`config.mk`:
```
export PLATFORM = sky130hd
export DESIGN_NAME = iowin_decoder
export DESIGN_NICKNAME = d
export VERILOG_FILES = /design/src/rtl/iowin_pkg.sv /design/src/rtl/iowin_regfile.sv /design/src/rtl/iowin_match.sv /design/src/rtl/iowin_status.sv /design/src/rtl/iowin_decoder.sv
export SDC_FILE = /design/constraint.sdc
export NUM_CORES = 1
export LEC_CHECK = 0
export ABC_AREA = 1
export ABC_CLOCK_PERIOD_IN_PS = 2650
export BUFFER_PORTS_ARGS = -buffer_cell sky130_fd_sc_hd__buf_2
export CORE_ASPECT_RATIO = 1.1
export CORE_MARGIN = 2
export CORE_UTILIZATION = 23
export CTS_CLUSTER_SIZE = 10
export DETAILED_ROUTE_END_ITERATION = 8
export HOLD_SLACK_MARGIN = 0.15
export MAX_ROUTING_LAYER = met4
export PLACE_DENSITY_LB_ADDON = 0.15
export SLEW_MARGIN = 20
export SYNTH_ARGS = -nofsm -noshare
export SYNTH_HDL_FRONTEND = slang
export SYNTH_HIERARCHICAL = 1
export SYNTH_SLANG_ARGS = --single-unit
```
`constraint.sdc`:
```
create_clock -name clk -period 2.65 [get_ports clk]
set_input_delay 0.265 -clock clk [delete_from_list [all_inputs] [get_ports clk]]
set_output_delay 0.265 -clock clk [all_outputs]
set_load 0.1 [all_outputs]
```
`src/rtl/iowin_pkg.sv`:
```
package iowin_pkg;
    localparam int REG_W       = 32;
    localparam int ADDR_W      = 16;
    localparam int MASK_W      = 8;
    localparam int FRAME_W     = 6;
    localparam int FRAME_SHIFT = 10;
    localparam int PADDR_W     = FRAME_W + FRAME_SHIFT;
    localparam int LDN_W       = FRAME_W + 1;
    localparam int BE_W        = REG_W / 8;

    // Bit positions in the window register that software relies on.
    localparam int F_EN_BIT    = 15;
    localparam int F_DEV_BIT   = 14;

    // Status write-one-to-clear bit positions.
    localparam int ST_ERR_BIT  = 0;
    localparam int ST_CONF_BIT = 1;

    typedef struct packed {
        logic int_err;
        logic conflict;
    } iowin_status_t;
endpackage

```
`src/rtl/iowin_regfile.sv`:
```
module iowin_regfile
    import iowin_pkg::*;
#(
    parameter int                          NUM_WIN    = 4,
    parameter int                          SHADOW_IDX = 0,
    parameter logic [FRAME_W-1:0]          FRAME_BASE = 6'd1,
    parameter logic [NUM_WIN*MASK_W-1:0]   MASK_INIT  = 32'h0F00_0703,
    localparam int                         IDX_W      = (NUM_WIN > 1) ? $clog2(NUM_WIN) : 1
) (
    input  logic                               clk,
    input  logic                               por_rst_n,
    input  logic                               host_rst_n,
    input  logic [ADDR_W-1:0]                  init_addr,
    input  logic                               wr_en,
    input  logic [IDX_W-1:0]                   wr_idx,
    input  logic [BE_W-1:0]                    wr_be,
    input  logic [REG_W-1:0]                   wr_data,
    input  logic [IDX_W-1:0]                   rd_idx,
    output logic [REG_W-1:0]                   rd_data,
    output logic [NUM_WIN-1:0][ADDR_W-1:0]     win_base,
    output logic [NUM_WIN-1:0]                 win_en,
    output logic [NUM_WIN-1:0][FRAME_W-1:0]    win_frame,
    output logic [NUM_WIN-1:0][MASK_W-1:0]     win_mask
);
    typedef struct packed {
        logic [NUM_WIN-1:0][ADDR_W-1:0] base;
        logic [NUM_WIN-1:0]             en;
        logic [7:0]                     shadow;
    } rf_state_t;

    rf_state_t s_d, s_q;

    // Fixed identity fields, one per window.
    for (genvar g = 0; g < NUM_WIN; g++) begin : g_ident
        assign win_frame[g] = FRAME_W'(FRAME_BASE + g);
        assign win_mask[g]  = MASK_INIT[g*MASK_W +: MASK_W];
    end

    always_comb begin
        s_d = s_q;
        if (!host_rst_n) begin
            for (int i = 0; i < NUM_WIN; i++) begin
                if (i != SHADOW_IDX) begin
                    s_d.base[i] = '0;
                    s_d.en[i]   = 1'b0;
                end
            end
            s_d.base[SHADOW_IDX] = init_addr;
            s_d.shadow           = '0;
        end else if (wr_en) begin
            for (int i = 0; i < NUM_WIN; i++) begin
                if (wr_idx == IDX_W'(i)) begin
                    if (wr_be[1]) s_d.en[i] = wr_data[F_EN_BIT];
                    if (i == SHADOW_IDX) begin
                        if (wr_be[2]) s_d.shadow = wr_data[23:16];
                        if (wr_be[3]) begin
                            s_d.base[i] = {wr_data[31:24],
                                           wr_be[2] ? wr_data[23:16] : s_q.shadow};
                        end
                    end else begin
                        if (wr_be[2]) s_d.base[i][7:0]  = wr_data[23:16];
                        if (wr_be[3]) s_d.base[i][15:8] = wr_data[31:24];
                    end
                end
            end
        end
    end

    always_ff @(posedge clk or negedge por_rst_n) begin
        if (!por_rst_n) s_q <= '0;
        else            s_q <= s_d;
    end

    always_comb begin
        rd_data = '0;
        for (int i = 0; i < NUM_WIN; i++) begin
            if (rd_idx == IDX_W'(i)) begin
                rd_data = {s_q.base[i], s_q.en[i], 1'b0, win_frame[i], win_mask[i]};
            end
        end
    end

    assign win_base = s_q.base;
    assign win_en   = s_q.en;

    logic unused_wr_bits;
    assign unused_wr_bits = ^{wr_data[F_DEV_BIT:0], wr_be[0]};

    // a lone low-byte write leaves the designated address untouched.
    a_r9_shadow_hold: assert property (@(posedge clk) disable iff (!por_rst_n)
        (host_rst_n && wr_en && wr_idx == IDX_W'(SHADOW_IDX) && wr_be[2] && !wr_be[3])
        |=> $stable(s_q.base[SHADOW_IDX]));

    // host reset reloads the designated address from the init input.
    a_r11_reload: assert property (@(posedge clk) disable iff (!por_rst_n)
        !host_rst_n |=> (s_q.base[SHADOW_IDX] == $past(init_addr)));

    // host reset keeps the designated enable bit.
    a_r11_keep_en: assert property (@(posedge clk) disable iff (!por_rst_n)
        !host_rst_n |=> $stable(s_q.en[SHADOW_IDX]));
endmodule

```
`src/rtl/iowin_match.sv`:
```
module iowin_match
    import iowin_pkg::*;
#(
    parameter int NUM_WIN = 4
) (
    input  logic                             io_req,
    input  logic [ADDR_W-1:0]                io_addr,
    input  logic [NUM_WIN-1:0][ADDR_W-1:0]   win_base,
    input  logic [NUM_WIN-1:0]               win_en,
    input  logic [NUM_WIN-1:0][FRAME_W-1:0]  win_frame,
    input  logic [NUM_WIN-1:0][MASK_W-1:0]   win_mask,
    output logic                             io_claim,
    output logic                             io_multi,
    output logic [LDN_W-1:0]                 io_ldn,
    output logic [PADDR_W-1:0]               io_paddr
);
    logic [NUM_WIN-1:0] hit;

    for (genvar g = 0; g < NUM_WIN; g++) begin : g_cmp
        logic [ADDR_W-1:0] care;
        assign care   = ~{{(ADDR_W-MASK_W){1'b0}}, win_mask[g]};
        assign hit[g] = win_en[g] && (((io_addr ^ win_base[g]) & care) == '0);
    end

    always_comb begin
        logic [FRAME_W-1:0] sel_frame;
        logic [MASK_W-1:0]  sel_mask;
        int                 n_hit;
        sel_frame = '0;
        sel_mask  = '0;
        n_hit     = 0;
        for (int i = NUM_WIN - 1; i >= 0; i--) begin
            if (hit[i]) begin
                sel_frame = win_frame[i];
                sel_mask  = win_mask[i];
                n_hit     = n_hit + 1;
            end
        end
        io_claim = io_req && (hit != '0);
        io_multi = io_req && (n_hit > 1);
        if (io_claim) begin
            io_ldn   = {1'b0, sel_frame};
            io_paddr = {sel_frame, {FRAME_SHIFT{1'b0}}}
                     + PADDR_W'(io_addr[MASK_W-1:0] & sel_mask);
        end else begin
            io_ldn   = '0;
            io_paddr = '0;
        end
    end
endmodule

```
`src/rtl/iowin_status.sv`:
```
module iowin_status
    import iowin_pkg::*;
(
    input  logic       clk,
    input  logic       por_rst_n,
    input  logic       host_rst_n,
    input  logic       st_wr,
    input  logic [1:0] st_wdata,
    input  logic       set_evt,
    output logic       st_int_err,
    output logic       st_conflict
);
    iowin_status_t st_d, st_q;

    always_comb begin
        st_d = st_q;
        if (!host_rst_n) begin
            st_d = '0;
        end else begin
            if (st_wr && st_wdata[ST_ERR_BIT])  st_d.int_err  = 1'b0;
            if (st_wr && st_wdata[ST_CONF_BIT]) st_d.conflict = 1'b0;
            if (set_evt) begin
                st_d.int_err  = 1'b1;
                st_d.conflict = 1'b1;
            end
        end
    end

    always_ff @(posedge clk or negedge por_rst_n) begin
        if (!por_rst_n) st_q <= '0;
        else            st_q <= st_d;
    end

    assign st_int_err  = st_q.int_err;
    assign st_conflict = st_q.conflict;

    // an overlap sets both sticky bits on the next cycle.
    a_r7_set_both: assert property (@(posedge clk) disable iff (!por_rst_n)
        (set_evt && host_rst_n) |=> (st_int_err && st_conflict));

    // the conflict bit only rises after an overlap.
    a_r7_rise_cause: assert property (@(posedge clk) disable iff (!por_rst_n)
        $rose(st_conflict) |-> $past(set_evt));

    // a write of 1 clears the conflict bit when no overlap coincides.
    a_r8_w1c: assert property (@(posedge clk) disable iff (!por_rst_n)
        (st_wr && st_wdata[ST_CONF_BIT] && !set_evt) |=> !st_conflict);
endmodule

```
`src/rtl/iowin_decoder.sv`:
```
module iowin_decoder
    import iowin_pkg::*;
#(
    parameter int                          NUM_WIN    = 4,
    parameter int                          SHADOW_IDX = 0,
    parameter logic [FRAME_W-1:0]          FRAME_BASE = 6'd1,
    parameter logic [NUM_WIN*MASK_W-1:0]   MASK_INIT  = 32'h0F00_0703,
    localparam int                         IDX_W      = (NUM_WIN > 1) ? $clog2(NUM_WIN) : 1
) (
    input  logic                 clk,
    input  logic                 por_rst_n,
    input  logic                 host_rst_n,
    input  logic [ADDR_W-1:0]    init_addr,
    input  logic                 wr_en,
    input  logic [IDX_W-1:0]     wr_idx,
    input  logic [BE_W-1:0]      wr_be,
    input  logic [REG_W-1:0]     wr_data,
    input  logic [IDX_W-1:0]     rd_idx,
    output logic [REG_W-1:0]     rd_data,
    input  logic                 st_wr,
    input  logic [1:0]           st_wdata,
    output logic                 st_int_err,
    output logic                 st_conflict,
    input  logic                 io_req,
    input  logic [ADDR_W-1:0]    io_addr,
    output logic                 io_claim,
    output logic                 io_multi,
    output logic [LDN_W-1:0]     io_ldn,
    output logic [PADDR_W-1:0]   io_paddr
);
    logic [NUM_WIN-1:0][ADDR_W-1:0]  win_base;
    logic [NUM_WIN-1:0]              win_en;
    logic [NUM_WIN-1:0][FRAME_W-1:0] win_frame;
    logic [NUM_WIN-1:0][MASK_W-1:0]  win_mask;

    iowin_regfile #(
        .NUM_WIN    (NUM_WIN),
        .SHADOW_IDX (SHADOW_IDX),
        .FRAME_BASE (FRAME_BASE),
        .MASK_INIT  (MASK_INIT)
    ) u_regs (
        .clk        (clk),
        .por_rst_n  (por_rst_n),
        .host_rst_n (host_rst_n),
        .init_addr  (init_addr),
        .wr_en      (wr_en),
        .wr_idx     (wr_idx),
        .wr_be      (wr_be),
        .wr_data    (wr_data),
        .rd_idx     (rd_idx),
        .rd_data    (rd_data),
        .win_base   (win_base),
        .win_en     (win_en),
        .win_frame  (win_frame),
        .win_mask   (win_mask)
    );

    iowin_match #(
        .NUM_WIN (NUM_WIN)
    ) u_match (
        .io_req    (io_req),
        .io_addr   (io_addr),
        .win_base  (win_base),
        .win_en    (win_en),
        .win_frame (win_frame),
        .win_mask  (win_mask),
        .io_claim  (io_claim),
        .io_multi  (io_multi),
        .io_ldn    (io_ldn),
        .io_paddr  (io_paddr)
    );

    iowin_status u_status (
        .clk         (clk),
        .por_rst_n   (por_rst_n),
        .host_rst_n  (host_rst_n),
        .st_wr       (st_wr),
        .st_wdata    (st_wdata),
        .set_evt     (io_multi),
        .st_int_err  (st_int_err),
        .st_conflict (st_conflict)
    );

    // no claim without a request.
    a_r4_idle_no_claim: assert property (@(posedge clk) disable iff (!por_rst_n)
        !io_req |-> !io_claim);

    // an overlap is always a claimed cycle.
    a_r7_multi_claims: assert property (@(posedge clk) disable iff (!por_rst_n)
        io_multi |-> io_claim);

    // unclaimed cycles report device 0 and address 0.
    a_r5_idle_zero: assert property (@(posedge clk) disable iff (!por_rst_n)
        !io_claim |-> (io_ldn == '0 && io_paddr == '0));
endmodule

```
==> results of run 1 <==
==> final timing paths <==
kind                                               endpoint  depth (start not counted)
max                                                io_multi                         14
min                        u_status/st_conflict$_DFFE_PN0P_                          4
max reg2reg                 u_status/st_int_err$_DFFE_PN0P_                         17
min reg2reg                       u_regs/s_q[2]$_DFFE_PN0P_                          2
max in group asynchronous    u_regs/win_base[2]$_DFFE_PN0P_                          3
min in group asynchronous  u_status/st_conflict$_DFFE_PN0P_                          2
==> critical path, delay by kind of cell (launching register included) <==
family / cells / cell delay (ns)
AOI/OAI and AO/OA: 1 / 0.20
adders and majority gates: 1 / 0.28
buffers and inverters: 1 / 0.20
DFF: 1 / 0.41
and+or+nand+nor: 11 / 1.07
==> flip-flops by register name, indices dropped and copies added, names as in the netlist <==
register / flops
u_regs/s_q: 8
u_status/st_conflict: 1
u_status/st_int_err: 1
u_regs/win_en: 4
u_regs/win_base: 64
==> layer usage <==
| layer | wire [um] | vias to the layer above | global-route usage |
|---|---|---|---|
| met5 | 0 | - | - |
| met1 | 12100 | 3200 | 0.202 |
| met4 | 219 | 0 | 0.0322 |
| met3 | 732 | 11 | 0.0113 |
| met2 | 11400 | 140 | 0.240 |
| li1 | - | 3764 | - |
==> what timing repair did <==
| action | CTS | global route |
|---|---|---|
| hold buffers | 1 | 0 |
| pin swaps | 7 | 9 |
| buffers inserted | 8 | 1 |
| endpoints found under the hold margin | 32 | 0 |
| resized for setup | 9 | 2 |
| setup endpoints to repair | 21 | 22 |
==> cell usage after synthesis, types with 10 or more instances <==
cell type  count
buf_2         23
nand3b_1      18
o21ai_1       16
ha_1          10
nand3_1       56
nand2_1      478
inv_1        131
inv_2         15
nor2_1       133
a21oi_1       27
dfrtp_1       78
o21ai_0       59
buf_4        146
o211ai_1      11
==> cell type report <==
| cell class | instances | area, um^2 | area share |
|---|---|---|---|
| tap | 426 | 533 | 0.0604 |
| sequential | 78 | 1950 | 0.221 |
| timing repair buffer | 150 | 1200 | 0.136 |
| clock inverter | 6 | 38.8 | 0.00440 |
| multi-input combinational | 925 | 4320 | 0.489 |
| clock buffer | 10 | 229 | 0.0260 |
| inverter | 148 | 556 | 0.0630 |
==> stage by stage <==
| stage | total power, mW | TNS, ns | setup slack [ns] | cell area (um^2) |
|---|---|---|---|---|
| 6_report | 3.76 | -0.204 | -0.114 | 8820 |
| 5_1_grt | 3.97 | -4.43 | -0.271 | 8820 |
| 4_1_cts | 3.80 | -0.343 | -0.115 | 8810 |
| 3_5_place_dp | 2.62 | 0 | 0.0877 | 8450 |
| 3_3_place_gp | 2.62 | 0 | 0.102 | 8450 |
| 2_1_floorplan | 2.45 | -1.08 | -0.238 | 8140 |
==> report_power, final <==
part	switching, mW	internal [mW]	total [mW]
registers	0.128	1.29	1.42
logic	0.889	0.312	1.20
clock network	0.509	0.631	1.14
==> kinds of logic (layout without fill, tap and decap cells) <==
group,Yosys count,in the layout,share of synthesized area
buffers and inverters,327,314,0.240
AND/OR/NAND/NOR,713,713,0.383
AO/OA/AOI/OAI,126,126,0.0932
flip-flops,78,78,0.256
XOR/XNOR,9,9,0.0103
other,3,67,0.00148
adder cells (fa/ha/maj),10,10,0.0164
==> results.sh, run 1 <==
export IMPL_status="complete, but fails checks"
export IMPL_slew_headroom=0.540
export IMPL_post_route_period_util=1.04
export IMPL_ant_nets=0
export IMPL_die_x_um=178
export IMPL_clkSinkCount=78
export IMPL_viasPerCell=4.08
export IMPL_num_vias=7115
export IMPL_yosysTopAreaCell="dfrtp_1"
export IMPL_antenna_cells=0
export IMPL_drt_iter0_markers=351
export IMPL_nFillCells=3754
export IMPL_clk_pin_slew_ns=0.06
export IMPL_final_common_cell="nand2_1"
export IMPL_cp_common_cell="nand2_1"
export IMPL_power_density_mw_per_mm2=426
export IMPL_routed_wl_um=24500
export IMPL_antenna_found_initial=0
export IMPL_final_cell_mix="474 x nand2_1, 131 x inv_1, 131 x nor2_1"
export IMPL_grt_usage=0.148
export IMPL_peakVddDrop_v=0.000246
export IMPL_max_cap_violations=0
export IMPL_netlist_area_mm2=0.00763
export IMPL_end_kind="output pin"
export IMPL_io_buffers=111
export IMPL_cts_htree_levels=3
export IMPL_slowest_delay_ns=0.41
export IMPL_path_cells="nor2_1 > nor2_1 > nand2_1 > nand4_1 > nor2_4 > nand2_4 > ha_4 > nand3_2 > nand2_2 > nand2_1 > nand2_1 > nand2_2 > a21oi_4 > buf_12"
export IMPL_synth_edf_count=0
export IMPL_violations="setup timing"
export IMPL_cts_tree="built"
export IMPL_worst_ep_arrival_time_ns=2.50
export IMPL_hold_path_startpoint="st_wdata[1]"
export IMPL_hold_viol=0
export IMPL_cp_required_ns=2.38
export IMPL_synth_cell_types=36
export IMPL_timing_rr_start="u_regs/win_base[34]$_DFFE_PN0P_"
export IMPL_crit_fanout=5
export IMPL_grt_max_degree=47
export IMPL_ys_ff_latch=78
export IMPL_hold_slack_ns=0.194
export IMPL_synth_cells=1266
export IMPL_crit_path_start="u_regs/win_base[34]$_DFFE_PN0P_"
export IMPL_synthArstFlopShare=1.00
export IMPL_avgSynthCellArea_um2=6.02
export IMPL_grt_pass1_wl_um=38800
export IMPL_die_h_um=195
export IMPL_slew_viol_final=0
export IMPL_hpwl_um=19800
export IMPL_leakagePower_nw=4.76
export IMPL_clockRootBuffer="clkbuf_16"
export IMPL_clock_path_buffers=2
export IMPL_fin_crit_ns=2.76
export IMPL_yosysWarnings=6
export IMPL_dr_pass1_iters=5
export IMPL_gp_congestion=0.798
export IMPL_numCtsBuffers=9
export IMPL_synth_seq_area_share=0.256
export IMPL_rsz0062_at_grt="true"
export IMPL_holdCritPathClass="input pin to flip-flop"
export IMPL_worstSkewPairLatency_ns=0.34
export IMPL_final_nets=1402
export IMPL_routedWlPerCell_um=14.1
export IMPL_setup_ws_ns=-0.114
export IMPL_reg2reg_slack_ns=0.26
export IMPL_fin_util=0.272
export IMPL_core_area_mm2=0.0325
export IMPL_dieArea_mm2=0.0346
export IMPL_drc=0
export IMPL_cp_start_kind="flip-flop"
export IMPL_worstMarginPinSlew_ns=0.690
export IMPL_fmax_mhz=362
export IMPL_place_inst=1717
export IMPL_grt_pass1_vias=6824
export IMPL_path_class="flip-flop to output pin"
export IMPL_area_growth_pct=15.7
export IMPL_rows=69
export IMPL_synth_top_area_frac=0.256
export IMPL_fin_skew_ns=0.00753
export IMPL_cp_slowest_cell="dfrtp_1"
export IMPL_drive_above_1_share=0.184
export IMPL_final_cells=1743
export IMPL_ios=139
export IMPL_start_util=0.235
export IMPL_synth_top_flop_cell="dfrtp_1"
export IMPL_setup_viol=3
export IMPL_synth_area_leaders="dfrtp_1 26%, nand2_1 24%, buf_4 14%"
export IMPL_grt_overflow=0
No activity file was read; power rests on OpenSTA's default activity.
==> run 2: changes to the inputs <==
--- a/config.mk
+++ b/config.mk
@@ -9,8 +9,8 @@
 export ABC_CLOCK_PERIOD_IN_PS = 2650
 export BUFFER_PORTS_ARGS = -buffer_cell sky130_fd_sc_hd__buf_2
 export CORE_ASPECT_RATIO = 1.1
-export CORE_MARGIN = 2
-export CORE_UTILIZATION = 23
+export CORE_MARGIN = 5
+export CORE_UTILIZATION = 35
 export CTS_CLUSTER_SIZE = 10
 export DETAILED_ROUTE_END_ITERATION = 8
 export HOLD_SLACK_MARGIN = 0.15
==> run 2 against run 1 <==
Net effect: the run still ends with setup timing left; flip-flop and latch count unchanged; combinational power about the same; clock skew about the same.
==> results.sh, run 2 (synthesis results as in run 1) <==
export IMPL_grt_max_degree=47
export IMPL_peakVddDrop_v=0.000300
export IMPL_end_kind="output pin"
export IMPL_tns_ns=-0.332
export IMPL_grt_pass1_vias=6676
export IMPL_viasPerCell=4.43
export IMPL_largest_reg_flops=64
export IMPL_antenna_cells=0
export IMPL_cp_common_cell="nand2_2"
export IMPL_final_nets=1409
export IMPL_drive_above_1_share=0.213
export IMPL_drc=0
export IMPL_dr_pass1_iters=4
export IMPL_dieArea_mm2=0.0248
export IMPL_area_growth_pct=16.4
export IMPL_slew_viol_final=0
export IMPL_routedWlPerCell_um=13.7
export IMPL_clkSinkCount=78
export IMPL_cp_start_kind="flip-flop"
export IMPL_dp_slack_ns=0.136
export IMPL_fin_skew_ns=0.00706
export IMPL_setup_ws_ns=-0.0748
export IMPL_path_cells="inv_1 > a21boi_2 > o2111ai_2 > nor2_4 > nand2_4 > ha_4 > inv_2 > nand2_1 > nand2_2 > nand3_1 > nand2_2 > a21oi_4 > buf_12"
export IMPL_num_vias=7144
export IMPL_rsz0062_at_grt="true"
export IMPL_rows=56
export IMPL_slowest_delay_ns=0.40
export IMPL_worstSkewPairLatency_ns=0.34
export IMPL_grt_overflow=0
export IMPL_clock_path_buffers=2
export IMPL_place_inst=1574
export IMPL_cts_tree="built"
export IMPL_crit_family="simple AND/OR/NAND/NOR gates"
export IMPL_core_area_mm2=0.0214
export IMPL_antenna_found_initial=0
export IMPL_critical_path_buf_inv_count=3
export IMPL_die_h_um=165
export IMPL_crit_fanout=5
export IMPL_die_x_um=151
export IMPL_setup_viol=13
export IMPL_cp_slowest_cell="dfrtp_1"
export IMPL_io_buffers=111
export IMPL_final_common_cell="nand2_1"
export IMPL_ios=139
export IMPL_fin_crit_ns=2.72
export IMPL_hpwl_um=17400
export IMPL_start_util=0.357
export IMPL_grt_pass1_wl_um=34800
export IMPL_fin_util=0.415
export IMPL_worstMarginPinSlew_ns=1.04
export IMPL_ant_nets=0
export IMPL_max_cap_violations=0
export IMPL_grt_usage=0.182
export IMPL_numCtsBuffers=9
export IMPL_path_class="flip-flop to output pin"
export IMPL_post_route_period_util=1.03
export IMPL_cts_htree_levels=3
export IMPL_final_cell_mix="470 x nand2_1, 122 x nor2_1, 121 x inv_1"
export IMPL_violations="setup timing"
export IMPL_clockRootBuffer="clkbuf_16"
export IMPL_cp_required_ns=2.38
export IMPL_holdCritPathClass="input pin to flip-flop"
export IMPL_worst_ep_arrival_time_ns=2.46
export IMPL_fmax_mhz=367
export IMPL_gp_congestion=0.834
export IMPL_slew_headroom=0.305
export IMPL_clk_pin_slew_ns=0.06
export IMPL_final_cells=1614
export IMPL_routed_wl_um=22100
export IMPL_drt_iter0_markers=371
export IMPL_leakagePower_nw=4.81
export IMPL_detailed_place_area_mm2=0.00824
export IMPL_stdcell_area_mm2=0.00888
export IMPL_power_density_mw_per_mm2=434
export IMPL_hold_viol=0
export IMPL_status="complete, but fails checks"
==> run 2: cell types whose count changed in the layout (fill, tap and decap cells not counted), moves of 2 or more <==
cell and delta:
buf_6 +2, inv_1 -10, inv_2 +9, nand2_1 -4
nand2_2 +5, nor2_1 -9, nor2_2 +6, nor2_4 +3
o21ai_0 -4, o21ai_1 -2, o21ai_2 +6
==> run 2: report_power, final <==
group / internal, mW / switching (mW) / total, mW
sequential: 1.29 / 0.125 / 1.41
clock: 0.752 / 0.511 / 1.26
combinational: 0.303 / 0.871 / 1.17
==> run 2: per-stage QoR <==
step | power (mW) | hold WS (ns)
6_report | 3.85 | 0.184
5_1_grt | 4.05 | 0.198
4_1_cts | 3.85 | 0.178
3_5_place_dp | 2.58 | 0.333
3_3_place_gp | 2.57 | 0.334
2_1_floorplan | 2.45 | -0.0306
==> run 2: per-layer routing <==
layer	track usage	part of all wire	wire length (um)	vias to the layer above
met1	0.250	0.48	10600	3144
met3	0.0173	0.041	913	38
met2	0.282	0.45	9960	172
met4	0.0651	0.029	631	0
li1	-	-	-	3790
met5	-	0	0	-
==> run 2: worst paths after layout <==
check | start | end | slack, ns | cells past startpoint
worst max-delay path | u_regs/win_base[42]$_DFFE_PN0P_ | io_multi | -0.07 | 13
worst min-delay path | st_wdata[1] | u_status/st_conflict$_DFFE_PN0P_ | 0.18 | 4
worst max register to register | u_regs/win_base[42]$_DFFE_PN0P_ | u_status/st_conflict$_DFFE_PN0P_ | 0.40 | 15
worst min register to register | u_regs/s_q[5]$_DFFE_PN0P_ | u_regs/s_q[5]$_DFFE_PN0P_ | 0.49 | 2
max in group asynchronous | por_rst_n | u_regs/win_base[52]$_DFFE_PN0P_ | 1.56 | 3
min in group asynchronous | por_rst_n | u_regs/s_q[2]$_DFFE_PN0P_ | 0.48 | 2
==> run 2: timing repair <==
| action | CTS | global route |
|---|---|---|
| setup endpoints to repair | 21 | 22 |
| cloned | 2 | 1 |
| hold endpoints to repair | 45 | 0 |
| resized for setup | 14 | 40 |
| hold buffers | 1 | 0 |
| pin swaps | 12 | 13 |
| buffers inserted | 10 | 10 |
==> run 2: cell type report <==
type                       count  area [um^2]
clock buffer                  10          239
clock inverter                 6         61.3
fill                        2296        12500
inverter                     148          558
multi-input combinational    927         4420
sequential                    78         1950
tap                          290          363
timing repair buffer         155         1280
==> run 2: worst reg2reg max path, stage by stage, from the launching register on <==
cell       delay (ns)
dfrtp_1          0.40
inv_1            0.09
a21boi_2         0.14
o2111ai_2        0.20
nor2_4           0.20
nand2_4          0.09
ha_4             0.29
inv_2            0.03
nand2_1          0.07
nand2_2          0.07
nand3_1          0.09
nand2_2          0.07
a21oi_4          0.19
buf_4            0.13
nand2_1          0.06
nand2_1          0.07
